[config.mk]
export PLATFORM = sky130hd
export DESIGN_NAME = baud_clk_gen
export DESIGN_NICKNAME = d
export VERILOG_FILES = /design/src/rtl/bclk_pkg.sv /design/src/rtl/bclk_regs.sv /design/src/rtl/bclk_prescale.sv /design/src/rtl/bclk_divider.sv /design/src/rtl/baud_clk_gen.sv
export SDC_FILE = /design/constraint.sdc
export NUM_CORES = 1
export LEC_CHECK = 0
export ABC_AREA = 1
export BUFFER_PORTS_ARGS = -buffer_cell sky130_fd_sc_hd__buf_2
export CAP_MARGIN = 0
export CORE_MARGIN = 4
export CORE_UTILIZATION = 45
export CTS_CLUSTER_DIAMETER = 50
export CTS_CLUSTER_SIZE = 24
export DETAILED_ROUTE_END_ITERATION = 10
export GPL_TIMING_DRIVEN = 0
export RECOVER_POWER = 50
export SYNTH_ARGS = -nofsm -noshare
export SYNTH_HDL_FRONTEND = slang
export SYNTH_SLANG_ARGS = --single-unit
export TNS_END_PERCENT = 10
[constraint.sdc]
create_clock -name clk_i -period 7.2 [get_ports clk_i]
set_input_delay 1.08 -clock clk_i [delete_from_list [all_inputs] [get_ports clk_i]]
set_output_delay 1.08 -clock clk_i [all_outputs]
set_load 0.01 [all_outputs]
[src/rtl/bclk_pkg.sv]
package bclk_pkg;
  localparam int unsigned ADDR_W = 3;
  localparam int unsigned DATA_W = 8;
  localparam int unsigned OS_W   = 5;

  localparam logic [ADDR_W-1:0] A_DIV_LO = 3'd0;
  localparam logic [ADDR_W-1:0] A_DIV_HI = 3'd1;
  localparam logic [ADDR_W-1:0] A_CTRL   = 3'd2;
  localparam logic [ADDR_W-1:0] A_EXT    = 3'd3;
  localparam logic [ADDR_W-1:0] A_PRESC  = 3'd4;
  localparam logic [ADDR_W-1:0] A_OSR    = 3'd5;

  localparam int unsigned SCALE_EN_BIT = 7;
  localparam int unsigned EXT_EN_BIT   = 4;

  typedef enum logic [1:0] {OS_X16, OS_X8, OS_X4} os_mode_e;

  function automatic os_mode_e os_decode(logic [DATA_W-1:0] code);
    case (code)
      8'h08:   return OS_X8;
      8'h04:   return OS_X4;
      default: return OS_X16;
    endcase
  endfunction

  function automatic logic [OS_W-1:0] os_count(os_mode_e m);
    case (m)
      OS_X8:   return OS_W'(8);
      OS_X4:   return OS_W'(4);
      default: return OS_W'(16);
    endcase
  endfunction
endpackage

[src/rtl/bclk_regs.sv]
module bclk_regs
  import bclk_pkg::*;
#(
  parameter int unsigned DIV_W = 16
) (
  input  logic              clk_i,
  input  logic              rst_ni,
  input  logic              we_i,
  input  logic [ADDR_W-1:0] addr_i,
  input  logic [DATA_W-1:0] wdata_i,
  output logic [DATA_W-1:0] rdata_o,
  output logic [DIV_W-1:0]  div_o,
  output logic [DATA_W-1:0] presc_o,
  output logic [DATA_W-1:0] osr_o,
  output logic              scale_en_o,
  output logic              restart_o
);
  logic [DATA_W-1:0] div_lo_q, div_hi_q, presc_q, osr_q, ext_q;
  logic [DATA_W-2:0] ctrl_low_q;
  logic              scale_en_q;
  logic              ext_on;

  assign ext_on = ext_q[EXT_EN_BIT];

  always_ff @(posedge clk_i or negedge rst_ni) begin
    if (!rst_ni) begin
      div_lo_q   <= '0;
      div_hi_q   <= '0;
      presc_q    <= '0;
      osr_q      <= '0;
      ext_q      <= '0;
      ctrl_low_q <= '0;
      scale_en_q <= 1'b0;
    end else if (we_i) begin
      case (addr_i)
        A_DIV_LO: div_lo_q <= wdata_i;
        A_DIV_HI: div_hi_q <= wdata_i;
        A_PRESC:  presc_q  <= wdata_i;
        A_OSR:    osr_q    <= wdata_i;
        A_EXT:    ext_q    <= wdata_i;
        A_CTRL: begin
          ctrl_low_q <= wdata_i[DATA_W-2:0];
          // enable bit is locked unless extended mode is on
          if (ext_on) scale_en_q <= wdata_i[SCALE_EN_BIT];
        end
        default: ;
      endcase
    end
  end

  always_comb begin
    case (addr_i)
      A_DIV_LO: rdata_o = div_lo_q;
      A_DIV_HI: rdata_o = div_hi_q;
      A_PRESC:  rdata_o = presc_q;
      A_OSR:    rdata_o = osr_q;
      A_EXT:    rdata_o = ext_q;
      A_CTRL:   rdata_o = {scale_en_q & ext_on, ctrl_low_q};
      default:  rdata_o = '0;
    endcase
  end

  assign restart_o  = we_i && (addr_i == A_DIV_LO || addr_i == A_DIV_HI ||
                               addr_i == A_PRESC  || addr_i == A_OSR);
  assign div_o      = DIV_W'({div_hi_q, div_lo_q});
  assign presc_o    = presc_q;
  assign osr_o      = osr_q;
  assign scale_en_o = scale_en_q;


  en_locked_chk: assert property (@(posedge clk_i) disable iff (!rst_ni)
    !ext_on |=> $stable(scale_en_q));

  en_reads_zero_chk: assert property (@(posedge clk_i) disable iff (!rst_ni)
    (addr_i == A_CTRL && !ext_on) |-> !rdata_o[SCALE_EN_BIT]);
endmodule

[src/rtl/bclk_prescale.sv]
module bclk_prescale #(
  parameter int unsigned PRE_W  = 8,
  parameter int unsigned FRAC_W = 3
) (
  input  logic             clk_i,
  input  logic             rst_ni,
  input  logic             restart_i,
  input  logic             bypass_i,
  input  logic [PRE_W-1:0] presc_i,
  output logic             tick_o
);
  localparam int unsigned INT_W = PRE_W - FRAC_W;
  localparam int unsigned CNT_W = INT_W + 1;
  localparam logic [PRE_W-1:0] UNITY = PRE_W'(1 << FRAC_W);

  logic [PRE_W-1:0]  eff;
  logic [INT_W-1:0]  m_part;
  logic [FRAC_W-1:0] n_part;
  logic [FRAC_W-1:0] phase_q;
  logic [CNT_W-1:0]  cnt_q, period;

  always_comb begin
    eff    = (presc_i < UNITY) ? UNITY : presc_i;
    m_part = eff[PRE_W-1:FRAC_W];
    n_part = eff[FRAC_W-1:0];
    // first n_part periods of each group are one clock longer
    period = {1'b0, m_part} + CNT_W'(phase_q < n_part);
    tick_o = bypass_i || (cnt_q == period - CNT_W'(1));
  end

  always_ff @(posedge clk_i or negedge rst_ni) begin
    if (!rst_ni) begin
      cnt_q   <= '0;
      phase_q <= '0;
    end else if (restart_i || bypass_i) begin
      cnt_q   <= '0;
      phase_q <= '0;
    end else if (tick_o) begin
      cnt_q   <= '0;
      phase_q <= phase_q + FRAC_W'(1);
    end else begin
      cnt_q   <= cnt_q + CNT_W'(1);
    end
  end


  cnt_in_period_chk: assert property (@(posedge clk_i) disable iff (!rst_ni)
    !bypass_i |-> cnt_q < period);

  unit_ratio_chk: assert property (@(posedge clk_i) disable iff (!rst_ni)
    (presc_i <= UNITY) |-> tick_o);

  bypass_chk: assert property (@(posedge clk_i) disable iff (!rst_ni)
    bypass_i |-> tick_o);
endmodule

[src/rtl/bclk_divider.sv]
module bclk_divider #(
  parameter int unsigned DIV_W = 16,
  parameter int unsigned OS_W  = 5
) (
  input  logic             clk_i,
  input  logic             rst_ni,
  input  logic             restart_i,
  input  logic             pre_tick_i,
  input  logic [DIV_W-1:0] div_i,
  input  logic [OS_W-1:0]  os_cnt_i,
  output logic             sample_tick_o,
  output logic             bit_tick_o
);
  logic [DIV_W-1:0] div_eff, sc_q;
  logic [OS_W-1:0]  bc_q;
  logic             samp_hit, bit_hit, sample_q, bit_q;

  always_comb begin
    div_eff  = (div_i == '0) ? DIV_W'(1) : div_i;
    samp_hit = pre_tick_i && (sc_q == div_eff - DIV_W'(1));
    bit_hit  = samp_hit && (bc_q == os_cnt_i - OS_W'(1));
  end

  always_ff @(posedge clk_i or negedge rst_ni) begin
    if (!rst_ni) begin
      sc_q     <= '0;
      bc_q     <= '0;
      sample_q <= 1'b0;
      bit_q    <= 1'b0;
    end else if (restart_i) begin
      sc_q     <= '0;
      bc_q     <= '0;
      sample_q <= 1'b0;
      bit_q    <= 1'b0;
    end else begin
      if (pre_tick_i) sc_q <= samp_hit ? '0 : sc_q + DIV_W'(1);
      if (samp_hit)   bc_q <= bit_hit ? '0 : bc_q + OS_W'(1);
      sample_q <= samp_hit;
      bit_q    <= bit_hit;
    end
  end

  assign sample_tick_o = sample_q;
  assign bit_tick_o    = bit_q;


  sc_bound_chk: assert property (@(posedge clk_i) disable iff (!rst_ni)
    sc_q < div_eff);

  bc_bound_chk: assert property (@(posedge clk_i) disable iff (!rst_ni)
    bc_q < os_cnt_i);

  bit_with_sample_chk: assert property (@(posedge clk_i) disable iff (!rst_ni)
    bit_tick_o |-> sample_tick_o);

  restart_quiet_chk: assert property (@(posedge clk_i) disable iff (!rst_ni)
    restart_i |=> (!sample_tick_o && !bit_tick_o));
endmodule

[src/rtl/baud_clk_gen.sv]
module baud_clk_gen
  import bclk_pkg::*;
#(
  parameter int unsigned DIV_W  = 16,
  parameter int unsigned FRAC_W = 3
) (
  input  logic              clk_i,
  input  logic              rst_ni,
  input  logic              reg_we_i,
  input  logic [ADDR_W-1:0] reg_addr_i,
  input  logic [DATA_W-1:0] reg_wdata_i,
  output logic [DATA_W-1:0] reg_rdata_o,
  output logic              sample_tick_o,
  output logic              bit_tick_o
);
  logic [DIV_W-1:0]  div;
  logic [DATA_W-1:0] presc, osr;
  logic              scale_en, restart, pre_tick;
  logic [OS_W-1:0]   os_cnt;

  bclk_regs #(.DIV_W(DIV_W)) u_regs (
    .clk_i      (clk_i),
    .rst_ni     (rst_ni),
    .we_i       (reg_we_i),
    .addr_i     (reg_addr_i),
    .wdata_i    (reg_wdata_i),
    .rdata_o    (reg_rdata_o),
    .div_o      (div),
    .presc_o    (presc),
    .osr_o      (osr),
    .scale_en_o (scale_en),
    .restart_o  (restart)
  );

  bclk_prescale #(.PRE_W(DATA_W), .FRAC_W(FRAC_W)) u_pre (
    .clk_i     (clk_i),
    .rst_ni    (rst_ni),
    .restart_i (restart),
    .bypass_i  (!scale_en),
    .presc_i   (presc),
    .tick_o    (pre_tick)
  );

  assign os_cnt = os_count(os_decode(osr));

  bclk_divider #(.DIV_W(DIV_W), .OS_W(OS_W)) u_div (
    .clk_i         (clk_i),
    .rst_ni        (rst_ni),
    .restart_i     (restart),
    .pre_tick_i    (pre_tick),
    .div_i         (div),
    .os_cnt_i      (os_cnt),
    .sample_tick_o (sample_tick_o),
    .bit_tick_o    (bit_tick_o)
  );
endmodule

* Word-level counts from Yosys, hierarchy flattened
Index checks and enable logic that the tools add are counted.
** Storage, ports and cells
- Output and inout bits :: 10
- Register bits :: 80
- Word-level logic and storage cells :: 74
- Input port bits :: 14
** Cells by class
- Add/sub/neg operators :: 8
- Reductions and logical operators :: 21
- Bitwise gates (word level) :: 1
- $lt $le $gt $ge :: 2
- Muxes and demuxes :: 17
- Equality and inequality tests :: 12
** Operators by type and width (number)
- $mux W16 :: 4
- $pmux W8 S6 :: 1
- $add A16 B1 Y16 const B :: 1
- $eq A16 B16 Y1 :: 1
- $logic_not A16 Y1 :: 1
- $sub A16 B1 Y16 const B :: 1
- $mux W5 :: 3
- $mux W6 :: 2
- $reduce_and A2 Y1 :: 6
- $pmux W5 S2 :: 1
- $eq A8 B3 Y1 const B :: 1
- $eq A8 B4 Y1 const B :: 1
- $lt A8 B4 Y1 const B :: 1
- $mux W8 :: 1
- $add A5 B1 Y6 :: 1
- $add A6 B1 Y6 const B :: 1
- $eq A3 B2 Y1 const B :: 2
- $eq A3 B3 Y1 const B :: 2
- $eq A6 B6 Y1 :: 1
- $mux W3 :: 2
- $reduce_bool A2 Y1 :: 3
- $sub A6 B1 Y6 const B :: 1
- $add A5 B1 Y5 const B :: 1
- $eq A5 B5 Y1 :: 1
- other kinds (14) :: 21

* Depth between registers and ports, before layout
- Depth after elaboration :: 12
- Mapped depth :: 25
- Depth with buffers taken out :: 25

* By module
From an unflattened synthesis, not the netlist that was laid out.
** Unflattened totals
- Cell total of the unflattened synthesis :: 755
- Area total of the unflattened synthesis :: 5461.5 µm²
** By module, submodules not included
- bclk_regs :: seq. area each 1201.2 µm², area an instance 2467.4 µm², cells each 293, times used 1
- bclk_divider :: seq. area each 575.6 µm², area an instance 2073.2 µm², cells each 307, times used 1
- bclk_prescale :: seq. area each 225.2 µm², area an instance 780.7 µm², cells each 123, times used 1
- baud_clk_gen :: seq. area each 0.0 µm², area an instance 140.1 µm², cells each 32, times used 1

* Least setup slack after synthesis
No wires, ideal clock.
- Path kind :: flip-flop to flip-flop
- Start point :: register u_regs.presc_q[5] (netlist: u_regs.presc_o[5])
- End point :: register u_div.sc_q[15]
- Clock period less this slack :: 3.148 ns
- Stages on the path, launching flop included :: 23
- Required time :: 7.081 ns
- Path slack :: 4.052 ns
- Path buffers :: 1
- Library setup time :: 0.119 ns
- Data arrival time :: 3.029 ns
- Path through :: dfrtp_1 -> inv_2 -> nand2_1 -> nor3_1 -> nand2_1 -> nand2_1 -> ha_1 -> a21oi_1 -> nand2_1 -> ha_1 -> ha_1 -> xnor2_1 -> nor2_1 -> nand3_1 -> nor2_2 -> nor2_1 -> nor2_1 -> nand3_1 -> nor2_2 -> nand3_4 -> nand2_4 -> buf_6 -> nor2_1
** On the way
- Word-level cells in the longest chain between the ends :: 11
- Elaborated cells on any way between the ends :: 12
- Those cells by class :: 2 x add/sub; 2 x order compare; 1 x eq/ne; 4 x mux; 3 x reduce/logical
** RTL lines
- start: declaration :: line bclk_regs.sv:18 : logic [DATA_W-1:0] div_lo_q, div_hi_q, presc_q, osr_q, ext_q;
- start signal: assignment :: line bclk_regs.sv:38 : A_PRESC: presc_q <= wdata_i;
- $lt A8 B4 Y1 :: line bclk_prescale.sv:23 : eff = (presc_i < UNITY) ? UNITY : presc_i;
- $mux W8 (*) :: line bclk_prescale.sv:23
- $lt A3 B3 Y1 :: line bclk_prescale.sv:27 : period = {1'b0, m_part} + CNT_W'(phase_q < n_part);
- $add A5 B1 Y6 (*) :: line bclk_prescale.sv:27
- $sub A6 B1 Y6 (*) :: line bclk_prescale.sv:28 : tick_o = bypass_i || (cnt_q == period - CNT_W'(1));
- $eq A6 B6 Y1 (*) :: line bclk_prescale.sv:28
- $logic_or A1 B1 Y1 (*) :: line bclk_prescale.sv:28
- $logic_and A1 B1 Y1 :: line bclk_divider.sv:20 : samp_hit = pre_tick_i && (sc_q == div_eff - DIV_W'(1));
- $mux W16 (2 in a row) :: line bclk_divider.sv:36 : if (pre_tick_i) sc_q <= samp_hit ? '0 : sc_q + DIV_W'(1);
- $mux W16 :: line bclk_divider.sv:30 : end else if (restart_i) begin
- end signal: assignment :: line bclk_divider.sv:36
- end: declaration :: line bclk_divider.sv:14 : logic [DIV_W-1:0] div_eff, sc_q;
Mark *: on every way between the ends. The rest lies on a longest branch, timed or not. The select of a mux whose other input is x is not followed.
A chain may end at the register's enable or synchronous reset.

==> flow_metrics.env <==
export IMPL_status="finished with violations"
export IMPL_failed_checks="capacitance limit, slew limit"
export IMPL_post_cts_buffers=0
export IMPL_crit_slowest_cell="clkbuf_1"
export IMPL_ant_nets=0
export IMPL_cts_hold_buf=0
export IMPL_finalHoldViolCount=0
export IMPL_period_needed_ns=4.43
export IMPL_yosysWarnings=0
export IMPL_first_pass_iters=7
export IMPL_cp_num_buf_inv=2
export IMPL_grt_pass1_vias=3768
export IMPL_rows=36
export IMPL_initial_utilization=0.463
export IMPL_stdcell_count=754
export IMPL_n_antenna_cell=0
export IMPL_max_slew_margin=-0.638
export IMPL_port_buffer_count=23
export IMPL_post_cts_resized=0
export IMPL_p_leak_uw=0.00245
export IMPL_finalPower_uw=1290
export IMPL_cts_num_sinks=80
export IMPL_vias_per_cell=5.23
export IMPL_path_clk_slew_ns=0.09
export IMPL_required_ns=7.15
export IMPL_ys_ff_latch=80
export IMPL_core_mm2=0.00982
export IMPL_drt_iter0_markers=243
export IMPL_ys_types=37
export IMPL_crit_family="buffers and inverters"
export IMPL_nets=640
export IMPL_multi_input_area_mm2=0.00227
export IMPL_setup_ws_ns=2.77
export IMPL_drive_gt1_frac=0.103
export IMPL_setup_viol=0
export IMPL_fp_dieW_um=109
export IMPL_drv_slew=83
export IMPL_fmaxAchievable_mhz=226
export IMPL_cap_violations=2
export IMPL_synthCells=581
export IMPL_path_cells="clkbuf_1 -> clkbuf_1"
export IMPL_regArea_mm2=0.00200
export IMPL_fin_crit_sh=0.615
export IMPL_startpoint_type="input pin"
export IMPL_grt_pass1_wl_um=19300
export IMPL_critPathKind="input pin to async pin"
export IMPL_clk_latency_ns=0.36
export IMPL_hp_class="register to register"
export IMPL_die_y_um=109
export IMPL_end_kind="async pin"
export IMPL_rsz0062_at_grt="no"
export IMPL_synth_area_mm2=0.00455
export IMPL_finalSetupTns_ns=0
export IMPL_p_per_area_mw_per_mm2=257
export IMPL_holdCritStartpoint="u_regs.ctrl_low_q[3]"
export IMPL_antenna_found_initial=0
export IMPL_grt_usage=0.211
export IMPL_place_hpwl_um=8520
export IMPL_cp_arrival_ns=4.38
export IMPL_cpPeakStageDelay_ns=1.84
export IMPL_worst_pin_slew_ns=2.46
export IMPL_hold_ws_ns=0.491
export IMPL_async_flop_share=1.00
export IMPL_cp_max_fo=44
export IMPL_crit_start="rst_ni"
export IMPL_grt_max_degree=45
export IMPL_cts_made_buffers=9
export IMPL_r2r_start="u_regs.presc_o[4]"
export IMPL_htreeDepth=3
export IMPL_synth_edff_count=0
export IMPL_vias=3947
export IMPL_io_pin_count=24
export IMPL_tritoncts="built"
export IMPL_dp_cells=738
export IMPL_avgSynthCellArea_um2=7.82
export IMPL_root_buffer="clkbuf_8"
export IMPL_routed_wl_um=11500
export IMPL_ys_flop_type="dfrtp_1"
export IMPL_grt_overflow=0
export IMPL_irDropWorstVdd_mv=0.117
export IMPL_place_worst_setup_slack_ns=3.50
export IMPL_die_area_mm2=0.0118
export IMPL_skew_ns=0.0111
export IMPL_seq_area_frac_synth=0.440
export IMPL_drcViolationCount=0
export IMPL_area_delta_synth_final_pct=10.8
export IMPL_fillers=1000
export IMPL_wire_per_inst_um=15.3
export IMPL_gp_congestion=0.954
export IMPL_cp_common_cell="clkbuf_1"
export IMPL_syn_nets=605
export IMPL_cts_buffer_depth=2
[final cells by class]
class,count,area share
buffer,9,0.00870
clock buffer,12,0.0328
clock inverter,4,0.0102
inverter,58,0.0432
multi-input combinational,434,0.452
sequential,80,0.398
tap,133,0.0331
timing repair buffer,24,0.0226
[layout by cell type, fill, tap and decap left out, types with 8 or more instances in the layout]
cell and n:
nand4_1 8, nor3_1 11, clkbuf_1 11, nand2_1 145
xor2_1 22, nand3_1 47, nor2_2 9, buf_2 21
clkbuf_8 12, ha_1 10, inv_1 55, xnor2_1 13
dfrtp_1 80, nor2_1 69, o21ai_0 54
[per-stage QoR]
stage           util  area, um2
2_1_floorplan      -       4550
3_3_place_gp   0.492       4830
3_5_place_dp   0.495       4860
4_1_cts        0.517       5070
5_1_grt        0.513       5030
6_report       0.513       5030
[worst min-delay path: stages (launching register included)]
cell and delay (ns):
dfrtp_1 0.35, nand2_1 0.05, o21ai_0 0.06
[state kept, by name, indices dropped and copies added, names as in the netlist, 3 cells and up]
signal,cells
u_regs.ctrl_low_q,7
u_pre.phase_q,3
u_div.bc_q,5
u_regs.div_lo_q,8
u_regs.presc_o,8
u_regs.ext_q,8
u_div.sc_q,16
u_regs.div_hi_q,8
u_pre.cnt_q,6
u_regs.osr_o,8
[cells in the mapped netlist, types with 2 or more instances]
cell	instances	share of area
nand2_1	145	0.12
dfrtp_1	80	0.44
nor2_1	68	0.056
inv_1	55	0.045
o21ai_0	54	0.059
nand3_1	47	0.052
xor2_1	22	0.042
xnor2_1	13	0.025
ha_1	10	0.028
nor2_2	10	0.014
nor3_1	10	0.011
nand4_1	8	0.011
a21oi_1	7	0.0077
a22oi_1	7	0.012
a221oi_1	6	0.012
clkbuf_1	6	0.0050
nand2_2	5	0.0069
nor2_4	3	0.0074
o211ai_1	3	0.0050
buf_2	2	0.0022
inv_2	2	0.0017
nand2_4	2	0.0050
nor3_2	2	0.0044
[routing by layer]
layer / wire [um] / GRT usage / part of all wire / vias to the layer above
li1: - / - / - / 1966
met1: 5690 / 0.312 / 0.49 / 1835
met2: 5050 / 0.313 / 0.44 / 125
met3: 482 / 0.0251 / 0.042 / 21
met4: 289 / 0.0857 / 0.025 / 0
met5: 0 / 0 / 0 / -
[power breakdown]
part	leakage [uW]	internal (uW)	switching (uW)
registers	0.00105	513	78.6
logic	0.00130	131	215
clock network	0.000109	189	166
[worst paths after layout]
path	endpoint	slack, ns	cells after the start
worst min register to register	u_regs.ctrl_low_q[3]	0.49	2
worst min-delay path	u_regs.ctrl_low_q[3]	0.49	2
worst max-delay path	u_regs.div_hi_q[2]	2.77	2
min in group asynchronous	u_pre.cnt_q[5]	1.29	1
worst max register to register	u_div.sc_q[15]	3.47	22
max in group clk_i	reg_rdata_o[4]	3.41	6
[kinds of logic (layout without fill, tap and decap cells)]
group                    Yosys count  after routing  share of synthesized area
AO/OA/AOI/OAI                     82             82                      0.105
XOR/XNOR                          36             36                     0.0710
adder cells (fa/ha/maj)           10             10                     0.0275
buffers and inverters             67            107                     0.0575
flip-flops                        80             80                      0.440
AND/OR/NAND/NOR                  306            306                      0.299
Note: power is estimated with default switching activity, not from simulation.
